## src/rtl/coin_credit_pkg.sv

```systemverilog
package coin_credit_pkg;
  localparam int NUM_COINS  = 3;
  localparam int SYNC_DEPTH = 2;

  typedef enum logic [1:0] {
    COIN_NICKEL  = 2'd0,
    COIN_DIME    = 2'd1,
    COIN_QUARTER = 2'd2
  } coin_idx_e;
endpackage

```

## src/rtl/coin_press_detect.sv

```systemverilog
module coin_press_detect #(
  parameter int SYNC_DEPTH = 2
) (
  input  logic clk,
  input  logic rst,
  input  logic warm,
  input  logic raw_in,
  output logic press
);
  logic [SYNC_DEPTH-1:0] sync_q;
  logic                  prev_q;
  logic                  armed_q;
  logic                  level;

  assign level = sync_q[SYNC_DEPTH-1];

  always_ff @(posedge clk) begin
    if (rst) begin
      sync_q  <= '0;
      prev_q  <= 1'b0;
      armed_q <= 1'b0;
    end else begin
      sync_q  <= {sync_q[SYNC_DEPTH-2:0], raw_in};
      prev_q  <= level;
      if (warm && !level) armed_q <= 1'b1;
    end
  end

  assign press = armed_q && level && !prev_q;
endmodule

```

## src/rtl/coin_accum.sv

```systemverilog
module coin_accum #(
  parameter int CREDIT_W  = 6,
  parameter int VAL_LO    = 5,
  parameter int VAL_MID   = 10,
  parameter int VAL_HI    = 25,
  parameter int FULL_AT   = 50
) (
  input  logic                clk,
  input  logic                rst,
  input  logic [2:0]          press,
  output logic [CREDIT_W-1:0] credit,
  output logic                dispense
);
  localparam int SUM_W = CREDIT_W + 1;
  localparam logic [SUM_W-1:0] FULL_S = SUM_W'(FULL_AT);

  logic [SUM_W-1:0]    add_val;
  logic [SUM_W-1:0]    sum;
  logic [CREDIT_W-1:0] credit_nx;
  logic                full;

  assign full = (credit == CREDIT_W'(FULL_AT));

  always_comb begin
    if (press[0])      add_val = SUM_W'(VAL_LO);
    else if (press[1]) add_val = SUM_W'(VAL_MID);
    else if (press[2]) add_val = SUM_W'(VAL_HI);
    else               add_val = '0;
    sum = {1'b0, credit} + add_val;
    if (full)             credit_nx = credit;
    else if (sum > FULL_S) credit_nx = CREDIT_W'(FULL_AT);
    else                   credit_nx = sum[CREDIT_W-1:0];
  end

  always_ff @(posedge clk) begin
    if (rst) begin
      credit   <= '0;
      dispense <= 1'b0;
    end else begin
      credit   <= credit_nx;
      dispense <= (credit_nx == CREDIT_W'(FULL_AT));
    end
  end
endmodule

```

## src/rtl/coin_credit_ctrl.sv

```systemverilog
module coin_credit_ctrl
  import coin_credit_pkg::*;
#(
  parameter int CREDIT_W = 6,
  parameter int VAL_LO   = 5,
  parameter int VAL_MID  = 10,
  parameter int VAL_HI   = 25,
  parameter int FULL_AT  = 50
) (
  input  logic                clk,
  input  logic                rst,
  input  logic [2:0]          coin_raw,
  output logic [CREDIT_W-1:0] credit,
  output logic                dispense
);
  localparam int WARM_W = $clog2(SYNC_DEPTH + 1);

  logic [WARM_W-1:0]    warm_cnt;
  logic                 warm;
  logic [NUM_COINS-1:0] press;

  assign warm = (warm_cnt == WARM_W'(SYNC_DEPTH));

  always_ff @(posedge clk) begin
    if (rst)        warm_cnt <= '0;
    else if (!warm) warm_cnt <= warm_cnt + 1'b1;
  end

  for (genvar g = 0; g < NUM_COINS; g++) begin : g_btn
    coin_press_detect #(.SYNC_DEPTH(SYNC_DEPTH)) det_i (
      .clk    (clk),
      .rst    (rst),
      .warm   (warm),
      .raw_in (coin_raw[g]),
      .press  (press[g])
    );
  end

  coin_accum #(
    .CREDIT_W (CREDIT_W),
    .VAL_LO   (VAL_LO),
    .VAL_MID  (VAL_MID),
    .VAL_HI   (VAL_HI),
    .FULL_AT  (FULL_AT)
  ) acc_i (
    .clk      (clk),
    .rst      (rst),
    .press    (press),
    .credit   (credit),
    .dispense (dispense)
  );
endmodule

```

## config.mk

```make
export PLATFORM = sky130hd
export DESIGN_NAME = coin_credit_ctrl
export DESIGN_NICKNAME = d
export VERILOG_FILES = /design/src/rtl/coin_credit_pkg.sv /design/src/rtl/coin_press_detect.sv /design/src/rtl/coin_accum.sv /design/src/rtl/coin_credit_ctrl.sv
export SDC_FILE = /design/constraint.sdc
export NUM_CORES = 1
export LEC_CHECK = 0
export ABC_AREA = 1
export BUFFER_PORTS_ARGS = -buffer_cell sky130_fd_sc_hd__buf_4
export CORE_MARGIN = 1.5
export CORE_UTILIZATION = 35
export DETAILED_ROUTE_END_ITERATION = 6
export SLEW_MARGIN = 10
export SYNTH_ARGS = -nofsm -noshare
export SYNTH_HDL_FRONTEND = slang
export SYNTH_SLANG_ARGS = --single-unit
```

## constraint.sdc

```tcl
create_clock -name clk -period 2.6 [get_ports clk]
set_input_delay 0.52 -clock clk [delete_from_list [all_inputs] [get_ports clk]]
set_output_delay 0.52 -clock clk [all_outputs]
set_load 0.02 [all_outputs]
```

==> impl_metrics.yaml <==
route:
  wl_per_cell_um: 10.01
  drtIter0Drc: 51
  wl_um: 1952
  ant_nets: 0
  drc_errors: 0
  first_pass_iters: 4
  viasPerCell: 4.697
  vias: 916
power_and_ir_drop:
  powerDensity_nw_per_um2: 538.6
  power.total_uw: 663.8
  p_leak_nw: 0.6404
  vdd_ir_drop_max_uv: 334.1
setup_path:
  crit_fanout: 4
  end_kind: "flop"
  crit_type: "reg -> reg"
  critPathArrivalTime_ps: 2480
  critPathRequiredTime_ps: 2800
  crit_path_start_kind: "flop"
synth:
  yosysSeqAreaShare: 0.3907
  syn_nets: 163
  syn_area_per_cell_sq_um: 7.126
  ys_top_cells_by_area: "dfxtp_1, inv_1, nand2_1"
  synth_top_area_cell: "dfxtp_1"
  synth_top_area_frac: 0.3907
  ys_warn_count: 0
  netlist_instances: 151
  synth_area_sq_um: 1076
  synth.distinct_cells: 23
  ys_ff_latch: 21
floorplanning:
  pin_count: 12
  core_area_sq_um: 2829
  fp-row-count: 19
  die_y_um: 58.45
  die_area_sq_um: 3416
  start_util: 0.3804
  die_w_um: 58.45
global_route:
  antenna_found_initial: 0
  grt_max_degree: 19
  grt_first_pass_wirelength_um: 3670
  grt_remaining_overflow: 0
  track_usage: 0.1361
  first_global_vias: 919
cells_and_area:
  drive_above_1_share: 0.1707
  fillCellCount: 295
  regArea_sq_um: 420.4
  layout.nets: 177
  final_area_sq_um: 1232
  final_common_cell: "inv_1"
  layout_common_cells: "inv_1, nand2_1, nor2_1"
  area_delta_synth_final_pct: 14.53
  multi_input_area_sq_um: 540.5
  antennaDiodeCount: 0
timing:
  finalCritPeriodShare: 0.8767
  fmax_mhz: 438.7
  finalCriticalPeriod_ps: 2279
  whs_ps: 407.5
  setup_tns_ps: 0
  skew_ps: 1.906
  finalHoldViolations: 0
  relSlewSlack: 0.7847
  rsz0062_at_grt: "no"
  worstMarginPinSlew_ps: 320.5
  finalMaxSlewViolations: 0
  setup_violations: 0
placed_design:
  port_buffers: 11
  placed_area_sq_um: 1190
  hpwl_um: 1570
  gp_congestion: 0.8842
clocking:
  post_cts_buffers: 0
  cts.sinks: 21
  cts_tree: "built"
  worstSkewPairLatency_ps: 300
  clockRootBuffer: "clkbuf_4"
  htree_levels: 1
  clock_path_buffers: 2
  cts.clk_slew.worst_paths_ps: 120
  cts_buffers: 3
status:
  status: "finished, final reports clean"
job:
  cap_violations: 0
min_path:
  hold_path_class: "reg -> reg"
## report_power, final
group          internal, mW  switching [mW]  leakage, nW  total, mW
combinational        0.0548          0.0831        0.455      0.138
sequential            0.355          0.0131        0.172      0.368
clock                0.0585          0.0993       0.0139      0.158
total                 0.468           0.195        0.640      0.664
## worst paths after layout
check,start,slack [ps],cells past startpoint,end
max,g_btn[1].det_i.armed_q,320,17,acc_i.credit[2]
min,g_btn[1].det_i.sync_q[0],410,2,g_btn[1].det_i.sync_q[1]
max reg2reg,g_btn[1].det_i.armed_q,320,17,acc_i.credit[2]
min reg2reg,g_btn[1].det_i.sync_q[0],410,2,g_btn[1].det_i.sync_q[1]
## repair_timing
action / 4_1_cts / 5_1_grt
endpoints found under the setup margin: 0 / 5
hold buffers: 0 / 0
resized for setup: 0 / 3
## final cells by class
cell class,count,share of cell area
well taps,31,0.03147
flip-flops and latches,21,0.3411
repair buffers,11,0.06701
inverters,32,0.09746
multi-input cells,96,0.4386
clock buffers,3,0.01827
clock inverters,1,0.006091
## critical path: stages (launching register included)
cell and delay, ps:
dfxtp_1 330, inv_1 40, nor2_1 70, nand2_1 90, nand2_1 100, nand2_1 60
ha_1 220, fa_1 430, nand3_1 130, nand2_1 70, nand2_1 90, nand2_2 90
nor2_2 120, nand2_2 80, nand3_2 90, nand2_2 70, nand2_1 60, nor2_1 40
## Yosys cell counts (all sizes together)
master	number
inv	32
a21oi	9
fa	1
nand4	5
nand3b	2
dfxtp	21
buf	1
nand2	33
nand3	9
nor3	3
ha	6
nor2	23
o21ai	2
a21boi	1
xnor2	1
or2	1
clkbuf	1
## logic make-up (layout without fill, tap and decap cells)
logic type | after synthesis | in the layout | share of synthesized area
AOI/OAI and AO/OA | 12 | 12 | 0.06512
and+or+nand+nor | 76 | 76 | 0.3291
xor gates and xnor gates | 1 | 1 | 0.008141
adders and majority gates | 7 | 7 | 0.08837
DFF | 21 | 21 | 0.3907
buffers and inverters | 34 | 47 | 0.1186
## per-layer routing
layer / vias to the layer above / global-route usage / wire length, um
met5: - / 0 / 0
met2: 7 / 0.2327 / 948
met1: 413 / 0.1760 / 948
met4: 0 / 0.04983 / 17
li1: 494 / - / -
met3: 2 / 0.01538 / 38
## metrics by stage
stage | cells | setup WS (ps) | utilization
after detailed placement | 191 | 245.1 | 0.4206
after floorplan | 151 | 472.7 | -
after global routing | 195 | 17.49 | 0.4356
final | 195 | 320.6 | 0.4356
after global placement | 191 | 322.3 | 0.4206
after CTS | 195 | 224.8 | 0.4312
## state kept, by name (all words and copies together), names as in the netlist
signal and flops:
g_btn.det_i.armed_q 3, g_btn.det_i.sync_q 6, warm_cnt 2, g_btn.det_i.prev_q 3
acc_i.credit 6, acc_i.dispense 1
No activity file was read; power rests on OpenSTA's default activity.
